## src/rtl/pirq_pkg.sv

```systemverilog
// Package: shared widths and types for the interrupt pin router.
// Assumes routing registers are one byte wide.
package pirq_pkg;
    localparam int unsigned BYTE_W = 8;
    typedef logic [BYTE_W-1:0] route_byte_t;
endpackage

```

## src/rtl/pirq_route_regs.sv

```systemverilog
// Routing register file: one byte per request line at consecutive offsets
// starting at BASE. Provides read data, the next-state route values used for
// rebuilding the level matrix, and the combinational route query.
// Assumes NUM_OUTS < 256 and a power-of-two NUM_PINS.
module pirq_route_regs
    import pirq_pkg::*;
#(
    parameter int unsigned NUM_PINS    = 4,
    parameter int unsigned NUM_OUTS    = 16,
    parameter int unsigned ADDR_W      = 8,
    parameter logic [7:0]  BASE        = 8'h60,
    parameter logic [7:0]  RESET_ROUTE = 8'h80,
    localparam int unsigned PIN_W      = $clog2(NUM_PINS),
    localparam int unsigned OUT_W      = $clog2(NUM_OUTS),
    localparam int unsigned LINE_W     = OUT_W + 1
) (
    input  logic               clk,
    input  logic               rst_n,
    input  logic [ADDR_W-1:0]  addr,
    input  logic               wr_en,
    input  route_byte_t        wdata,
    output route_byte_t        rdata,
    input  logic [PIN_W-1:0]   qry_pin,
    output logic               qry_enabled,
    output logic [LINE_W-1:0]  qry_line,
    output logic               rebuild,
    output route_byte_t        route_q    [NUM_PINS],
    output route_byte_t        route_next [NUM_PINS]
);
    localparam route_byte_t       OUTS_B = route_byte_t'(NUM_OUTS);
    localparam logic [ADDR_W-1:0] BASE_A = ADDR_W'(BASE);
    localparam logic [ADDR_W-1:0] LAST_A = ADDR_W'(BASE + NUM_PINS - 1);

    logic              hit;
    logic [ADDR_W-1:0] off;
    logic [PIN_W-1:0]  idx;
    route_byte_t       qry_route;

    // Decode whether the address falls in the routing window and which line.
    always_comb begin
        hit = (addr >= BASE_A) && (addr <= LAST_A);
        off = addr - BASE_A;
        idx = off[PIN_W-1:0];
    end

    assign rebuild = wr_en && hit;

    generate
        for (genvar p = 0; p < NUM_PINS; p++) begin : g_route
            logic sel;
            assign sel           = rebuild && (idx == PIN_W'(p));
            assign route_next[p] = sel ? wdata : route_q[p];

            // Hold one routing byte; reset to the disabled encoding.
            always_ff @(posedge clk) begin
                if (!rst_n) route_q[p] <= RESET_ROUTE;
                else if (sel) route_q[p] <= wdata;
            end

            assert_reset_route_R1: assert property (@(posedge clk)
                !rst_n |=> (route_q[p] == RESET_ROUTE));
            assert_write_lands_R9: assert property (@(posedge clk) disable iff (!rst_n)
                (wr_en && (addr == ADDR_W'(BASE + p))) |=> (route_q[p] == $past(wdata)));
            assert_outside_ignored_R11: assert property (@(posedge clk) disable iff (!rst_n)
                !(wr_en && (addr == ADDR_W'(BASE + p))) |=> $stable(route_q[p]));
        end
    endgenerate

    // Return the addressed routing byte, zero outside the window.
    always_comb begin
        rdata = '0;
        if (hit) rdata = route_q[idx];
    end

    // Answer the route query for the selected line.
    always_comb begin
        qry_route   = route_q[qry_pin];
        qry_enabled = qry_route < OUTS_B;
        qry_line    = qry_enabled ? {1'b0, qry_route[OUT_W-1:0]} : '1;
    end

    assert_query_enabled_R10: assert property (@(posedge clk) disable iff (!rst_n)
        qry_enabled |-> (qry_line < LINE_W'(NUM_OUTS)));
    assert_query_disabled_R10: assert property (@(posedge clk) disable iff (!rst_n)
        !qry_enabled |-> (qry_line == {LINE_W{1'b1}}));
endmodule

```

## src/rtl/pirq_level_matrix.sv

```systemverilog
// Level matrix: one bit per (output, line) pair. On a routing write the whole
// matrix is cleared and refilled from current levels with the new routes;
// otherwise each validly routed line refreshes only its bit in its row.
// Assumes route_next equals route_q whenever rebuild is low.
module pirq_level_matrix
    import pirq_pkg::*;
#(
    parameter int unsigned NUM_PINS = 4,
    parameter int unsigned NUM_OUTS = 16,
    localparam int unsigned OUT_W   = $clog2(NUM_OUTS)
) (
    input  logic                                 clk,
    input  logic                                 rst_n,
    input  logic [NUM_PINS-1:0]                  pin_level,
    input  logic                                 rebuild,
    input  route_byte_t                          route_q    [NUM_PINS],
    input  route_byte_t                          route_next [NUM_PINS],
    output logic [NUM_OUTS-1:0][NUM_PINS-1:0]    mat_q
);
    localparam route_byte_t OUTS_B = route_byte_t'(NUM_OUTS);

    logic [NUM_OUTS-1:0][NUM_PINS-1:0] mat_n;

    // Compute the next matrix: optional clear, then per-line bit refresh.
    always_comb begin
        mat_n = rebuild ? '0 : mat_q;
        for (int p = 0; p < NUM_PINS; p++) begin
            if (route_next[p] < OUTS_B) begin
                mat_n[route_next[p][OUT_W-1:0]][p] = pin_level[p];
            end
        end
    end

    // Register the matrix; reset clears every bit.
    always_ff @(posedge clk) begin
        if (!rst_n) mat_q <= '0;
        else        mat_q <= mat_n;
    end

    generate
        for (genvar p = 0; p < NUM_PINS; p++) begin : g_col
            logic [NUM_OUTS-1:0] col;
            for (genvar o = 0; o < NUM_OUTS; o++) begin : g_bit
                assign col[o] = mat_q[o][p];
            end

            assert_single_row_R7: assert property (@(posedge clk) disable iff (!rst_n)
                $onehot0(col));
            assert_disabled_silent_R4: assert property (@(posedge clk) disable iff (!rst_n)
                (route_q[p] >= OUTS_B) |-> (col == '0));
            assert_level_tracks_R6: assert property (@(posedge clk) disable iff (!rst_n)
                ($past(rst_n) && (route_q[p] < OUTS_B))
                    |-> (mat_q[route_q[p][OUT_W-1:0]][p] == $past(pin_level[p])));
        end
    endgenerate
endmodule

```

## src/rtl/pirq_out_or.sv

```systemverilog
// Output stage: each legacy output is the OR of its matrix row.
// Assumes the matrix is already registered, so outputs come straight from flops.
module pirq_out_or #(
    parameter int unsigned NUM_PINS = 4,
    parameter int unsigned NUM_OUTS = 16
) (
    input  logic [NUM_OUTS-1:0][NUM_PINS-1:0] mat_q,
    output logic [NUM_OUTS-1:0]               irq_out
);
    generate
        for (genvar o = 0; o < NUM_OUTS; o++) begin : g_row
            // Reduce one row to its output level.
            assign irq_out[o] = |mat_q[o];
        end
    endgenerate
endmodule

```

## src/rtl/pirq_router.sv

```systemverilog
// Top: PCI interrupt pin router. Four request lines, sixteen legacy outputs,
// byte-addressed routing registers, and a route query port.
// Assumes writes are single bytes and reads are combinational.
module pirq_router
    import pirq_pkg::*;
#(
    parameter int unsigned NUM_PINS    = 4,
    parameter int unsigned NUM_OUTS    = 16,
    parameter int unsigned ADDR_W      = 8,
    parameter logic [7:0]  BASE        = 8'h60,
    parameter logic [7:0]  RESET_ROUTE = 8'h80,
    localparam int unsigned PIN_W      = $clog2(NUM_PINS),
    localparam int unsigned LINE_W     = $clog2(NUM_OUTS) + 1
) (
    input  logic               clk,
    input  logic               rst_n,
    input  logic [NUM_PINS-1:0] pin_level,
    input  logic [ADDR_W-1:0]  reg_addr,
    input  logic               reg_wr_en,
    input  logic [7:0]         reg_wdata,
    output logic [7:0]         reg_rdata,
    input  logic [PIN_W-1:0]   qry_pin,
    output logic               qry_enabled,
    output logic [LINE_W-1:0]  qry_line,
    output logic [NUM_OUTS-1:0] irq_out
);
    route_byte_t                       route_q    [NUM_PINS];
    route_byte_t                       route_next [NUM_PINS];
    logic                              rebuild;
    logic [NUM_OUTS-1:0][NUM_PINS-1:0] mat_q;

    pirq_route_regs #(
        .NUM_PINS(NUM_PINS), .NUM_OUTS(NUM_OUTS), .ADDR_W(ADDR_W),
        .BASE(BASE), .RESET_ROUTE(RESET_ROUTE)
    ) u_regs (
        .clk(clk), .rst_n(rst_n), .addr(reg_addr), .wr_en(reg_wr_en),
        .wdata(reg_wdata), .rdata(reg_rdata), .qry_pin(qry_pin),
        .qry_enabled(qry_enabled), .qry_line(qry_line), .rebuild(rebuild),
        .route_q(route_q), .route_next(route_next)
    );

    pirq_level_matrix #(.NUM_PINS(NUM_PINS), .NUM_OUTS(NUM_OUTS)) u_matrix (
        .clk(clk), .rst_n(rst_n), .pin_level(pin_level), .rebuild(rebuild),
        .route_q(route_q), .route_next(route_next), .mat_q(mat_q)
    );

    pirq_out_or #(.NUM_PINS(NUM_PINS), .NUM_OUTS(NUM_OUTS)) u_or (
        .mat_q(mat_q), .irq_out(irq_out)
    );

    assert_out_needs_level_R5: assert property (@(posedge clk) disable iff (!rst_n)
        (|irq_out) |-> $past(|pin_level));
    assert_reset_quiet_R2: assert property (@(posedge clk)
        !rst_n |=> (irq_out == '0));
endmodule

```

## config.mk

```make
export PLATFORM = sky130hd
export DESIGN_NAME = pirq_router
export DESIGN_NICKNAME = d
export VERILOG_FILES = /design/src/rtl/pirq_pkg.sv /design/src/rtl/pirq_route_regs.sv /design/src/rtl/pirq_level_matrix.sv /design/src/rtl/pirq_out_or.sv /design/src/rtl/pirq_router.sv
export SDC_FILE = /design/constraint.sdc
export NUM_CORES = 1
export LEC_CHECK = 0
export BUFFER_PORTS_ARGS = -buffer_cell sky130_fd_sc_hd__buf_2
export CORE_ASPECT_RATIO = 0.7
export CORE_MARGIN = 1.5
export CORE_UTILIZATION = 35
export CTS_BUF_LIST = sky130_fd_sc_hd__clkbuf_2 sky130_fd_sc_hd__clkbuf_4 sky130_fd_sc_hd__clkbuf_8
export DETAILED_ROUTE_END_ITERATION = 10
export PLACE_DENSITY_LB_ADDON = 0.12
export SETUP_SLACK_MARGIN = 0.1
export SLEW_MARGIN = 20
export SYNTH_ARGS = -nofsm -noshare
export SYNTH_HDL_FRONTEND = slang
export SYNTH_SLANG_ARGS = --single-unit
```

## constraint.sdc

```tcl
create_clock -name clk -period 2.4 [get_ports clk]
set_clock_uncertainty 0.15 [all_clocks]
set_input_delay 0.36 -clock clk [delete_from_list [all_inputs] [get_ports clk]]
set_output_delay 0.36 -clock clk [all_outputs]
set_load 0.01 [all_outputs]
```

; Word level (Yosys, flattened, before mapping)
; Index checks and enable logic that the tools add are counted.
[totals]
regBits = 96
latch_bits = 0
ramBits = 0
romBits = 0
inputBits = 25
output_inout_bits = 30
elab_cells = 99
memories = 0
[op_classes]
add_sub_neg = 1
mul = 0
n_div = 0
magnitude_cmp = 17
n_eq_ne = 3
n_shift = 0
muxes = 29
bitwise = 2
reduce_logical = 27
[op_table]
columns = op, n
row1 = $mux 64, 5
row2 = $bwmux 64, 4
row3 = $mux 8, 9
row4 = $demux 4 s4, 4
row5 = $reduce_or 4->1, 16
row6 = $lt 8x5->1 const B, 5
row7 = $bmux 8 s2, 2
row8 = $lt 4x5->1 const B, 4
row9 = $ge 4x1->1 const B, 4
row10 = $logic_and 1x1->1, 10
row11 = $ge 8x7->1 const B, 1
row12 = $le 8x7->1 const B, 1
row13 = $ge 3x3->1 const B, 2
row14 = $not 2->3, 2
row15 = $mux 5, 1
row16 = $eq 2x2->1 const B, 2
row17 = $mux 4, 1
row18 = $mux 3, 1
row19 = $eq 2x1->1 const B, 1
row20 = $logic_not 2->1, 1
row21 = $mux 2, 1
row22 = $sub 2x1->2 const B, 1
row23 = $mux 1, 1

; Logic depth before layout (Yosys ltp)
[depth]
depth_word = 17
mapped_depth = 8
depth_no_buf = 5

; By module
; Synthesis repeated with hierarchy kept, for this count alone.
[hier_totals]
hier_cells = 493
hier_area_um2 = 5124.9
[by_module_without_submodules]
columns = module, n_inst, cells_each, area_each_um2, seq_area_each_um2
row1 = pirq_level_matrix, 1, 280, 2820.2, 1281.2
row2 = pirq_route_regs, 1, 197, 2184.6, 640.6
row3 = pirq_out_or, 1, 16, 120.1, 0.0

; Least setup slack after synthesis
; No wires, ideal clock.
[synth_path]
path_kind = input port to flip-flop
from = in reg_addr[7]
to = reg u_matrix.mat_q[42] (netlist bit)
setup_ns = 0.128
arrival_ns = 1.810
required_ns = 2.122
setup_slack_ns = 0.312
path_stages = 7
n_path_buf = 2
path_cell_list = nor4b_4 and4b_1 buf_4 buf_6 mux2_2 o211ai_1 o31ai_1
[synth_via]
elab_chain_len = 14
word_cells_on_any_way = 33
cone_classes = 8 x order compare / 18 x mux / 7 x reduce/logical
[synth_lines]
columns = element, line_no
row1 = from (decl), pirq_router.sv:18  ; input logic [ADDR_W-1:0] reg_addr,
row2 = $ge 8x7->1 / $le 8x7->1 (equally long branches), pirq_route_regs.sv:41  ; hit = (addr >= BASE_A) && (addr <= LAST_A);
row3 = $logic_and 1x1->1 *, pirq_route_regs.sv:41
row4 = $logic_and 1x1->1 *, pirq_route_regs.sv:46  ; assign rebuild = wr_en && hit;
row5 = "parallel branches: the longest is 10 deep, another holds $lt 8x5->1", -
row6 = $mux 64 *, pirq_level_matrix.sv:28  ; if (route_next[p] < OUTS_B) begin
row7 = to (signal assigned), pirq_level_matrix.sv:37  ; else mat_q <= mat_n;
row8 = to (decl), pirq_level_matrix.sv:18  ; output logic [NUM_OUTS-1:0][NUM_PINS-1:0] mat_q
; Mark *: on every way between the ends.
; A chain may end at the register's enable or synchronous reset.

; Final worst setup path
[layout_path]
from = reg u_regs.route_q[21] (netlist bit)
to = out qry_line[0]
[layout_via]
elab_chain_len = 5
[layout_lines]
columns = element, line_no
row1 = from (decl), pirq_route_regs.sv:27  ; output route_byte_t route_q [NUM_PINS],
row2 = "from (signal, indexed assignment)", pirq_route_regs.sv:57  ; else if (sel) route_q[p] <= wdata;
row3 = $bmux 8 s2, pirq_route_regs.sv:77  ; qry_route = route_q[qry_pin];
row4 = $mux 8 (not written as such) (2 in a row), pirq_route_regs.sv:77
row5 = $lt 8x5->1, pirq_route_regs.sv:78  ; qry_enabled = qry_route < OUTS_B;
row6 = $mux 5, pirq_route_regs.sv:79  ; qry_line = qry_enabled ? {1'b0, qry_route[OUT_W-1:0]} : '1;
row7 = to (decl), pirq_router.sv:24  ; output logic [LINE_W-1:0] qry_line,
; No other way between the ends. The select of a mux whose other input is x is not followed.

==> run summary <==
outcome -> completed
worst path arrival time -> 1730 ps
area grow syn2layout -> 17.3%
DP Wirelength -> 12000 um
#FFs+latches synth -> 96
ranking of synthesized cells by area -> dfxtp_1 37%, mux2i_1 23%, nand2_1 7.4%, mux4_2 5.6%, nor2b_1 4.9%
predominant post-synthesis flop cell -> dfxtp_1
Synth Area in XOR/XNOR -> 0
number of global-route vias before repair -> 4179
pwr/cell area -> 478 nW/um^2
layout cell share with drive strength beyond 1 -> 0.234
critical path cell sequence -> nor4_2, buf_4, mux4_2, nand2b_1, buf_2
RSZ-0062 raised after global routing -> false
Post-CTS Hold Buffers -> 0
initial DRC count -> 334
slowest cell delay on critical path -> 520 ps
Vias -> 4328
num rows -> 37
area of the multi-input gates -> 3200 um^2
post-synthesis simple-gate area fraction -> 0.245
Setup WS post-layout -> 163 ps
Filler Cells Inserted -> 1454
Clock Latency Late Sink -> 380 ps
Cell variety after synth -> 37
total power -> 2950 uW
post-synthesis mux area share -> 0.299
R2R depth -> 5
Worst-path clk slew -> 100 ps
Post-synth EDFFs -> 0
first-pass GRT wire length -> 25000 um
Synth top area share -> 0.366
Worst Hold Class -> primary input to register
DRT Pass-1 Iters -> 5
FF-to-FF setup slack -> 200 ps
die height -> 106 um
max-cap viol count -> 0
placed insts -> 799
max_slew headroom -> 0.510
DR WL/cell -> 19.6 um
period utilization -> 0.932
Critical Path RT -> 1890 ps
Tightest Pin Transition -> 733 ps
io pins -> 55
max-slew violations -> 0
largest net degree at the start of global routing -> 48
post-synthesis compound-gate area fraction -> 0.0543
Setup crit start -> u_regs.route_q[21]$_SDFF_PN0_
Syn Nets -> 576
P_leak -> 0.00269 uW
DRC violations left -> 0
FF-to-FF Start -> u_regs.route_q[15]$_SDFF_PN1_
worst hold stages -> 3
CTS sink cnt -> 96
dominant combinational cell family by area after synthesis -> multiplexers
Die W -> 149 um
asr flop ratio synth -> 0
Setup violations, final -> 0
Initial Util -> 0.358
Adder-Cell Fraction of Synth Area -> 0
grt total ovfl -> 0
initial antenna violation count -> 0
gr usage total -> 0.212
kind of critical path -> register to output port
setup TNS -> 0 ps
TritonCTS Buffers -> 9
final hold viol count -> 0
Synth Instances -> 551
CP max-delay cell -> mux4_2
Max Fclk -> 0.447 GHz
Crit Path Max Fanout -> 6
min cycle time layout -> 2240 ps
HP Start -> reg_wdata[7]
Final Util -> 0.420
vias per inst -> 5.31
CP endpoint kind -> output port
Mapped Area -> 5260 um^2
CTS H-tree lvls -> 3
post-synthesis sequential area ratio -> 0.366
Routed Antenna Nets -> 0
Startpoint Class -> register
leading area contributor after synthesis -> dfxtp_1
Max VDD drop -> 0.236 mV
syn_area_per_cell -> 9.54 um^2
pre-CTS WS -> -37.4 ps
reg2reg end -> u_matrix.mat_q[18]$_SDFF_PN0_
CTS root buffer -> clkbuf_8
layout net count -> 641
DIE AREA -> 15800 um^2
Clock Path Buffers -> 2
# diodes -> 0
final wirelength -> 16000 um
port bufs -> 54
synth warn -> 0
register area -> 1940 um^2
final non-filler cell total -> 815
CTS tree -> yes
GPL Wtd Cong -> 0.894
hold endpoint -> u_regs.route_q[7]$_SDFF_PN1_
Core Area -> 14700 um^2
[logic make-up (layout without fill, tap and decap cells)]
family | count (synthesis) | after routing
simple gates | 242 | 242
flops | 96 | 96
compound gates | 38 | 38
mux | 139 | 139
buf+inv | 36 | 105
[placed cells by master (no fill, tap or decap), drive strengths merged]
cell type	instances
nor2	15
bufinv	2
nand2b	28
dfxtp	96
nand3b	6
or2	2
nor3	4
o211ai	16
o21ai	3
clkinvlp	1
mux2i	119
and3b	2
nor4b	1
nand3	8
nand2	103
clkbuf	10
and4b	2
mux4	13
and3	1
or4	20
or3	2
a21boi	3
clkinv	1
nor2b	41
nor3b	1
inv	2
o31ai	16
nor4	5
mux2	7
buf	89
nand4	1
[state kept, by name (all words and copies together), names as in the netlist]
signal / count
u_matrix.mat_q: 64
u_regs.route_q: 32
[final cells by class]
type,instances,area share
Sequential cell,96,0.314
Clock inverter,5,0.0132
Timing Repair Buffer,89,0.0926
Clock buffer,10,0.0213
Tap cell,195,0.0396
Inverter,1,0.000609
Multi-Input combinational cell,419,0.519
[stage by stage]
step | hold slack (ps) | cell area [um^2]
after CTS | 128 | 6110
after global placement | 292 | 5890
after floorplan | 279 | 5260
final | 143 | 6160
after detailed placement | 297 | 5890
after global routing | 160 | 6160
[worst max-delay path by stage]
stage | end | slack [ps] | depth (start not counted)
2_1_floorplan | u_matrix.mat_q[42]$_SDFF_PN0_ | 310 | 7
3_3_place_gp | u_matrix.mat_q[13]$_SDFF_PN0_ | 50 | 7
3_5_place_dp | u_matrix.mat_q[17]$_SDFF_PN0_ | -40 | 7
4_1_cts | qry_line[0] | 100 | 5
5_1_grt | qry_line[0] | 80 | 5
6_report | qry_line[0] | 160 | 5
[critical path, delay by kind of cell (launching register included)]
kind,cells,cell delay [ps]
buf+inv,2,280
flops,1,390
mux,1,520
simple gates,2,160
[layer usage]
metal,share of wire,global-route usage
met1,0.53,0.328
met2,0.39,0.288
met3,0.067,0.0563
met4,0.0086,0.0453
met5,0,0
[what timing repair did]
item | CTS | global route
pin swaps | 0 | 2
setup buffers | 0 | 2
resized for setup | 4 | 12
setup endpoints to repair | 6 | 6
[cells in the mapped netlist, drive strengths merged (7+ instances only)]
cell and instances:
mux2i 119, nand2 103, dfxtp 96, nor2b 41, nand2b 28, clkbuf 23
or4 20, o211ai 16, o31ai 16, nor2 15, mux4 13, buf 12
nand3 8, mux2 7
[where the power goes]
group	internal [uW]	switching [uW]
registers	1590	1.38
logic	56.1	105
clock network	596	598
total	2240	704
Note: power is estimated with default switching activity, not from simulation.
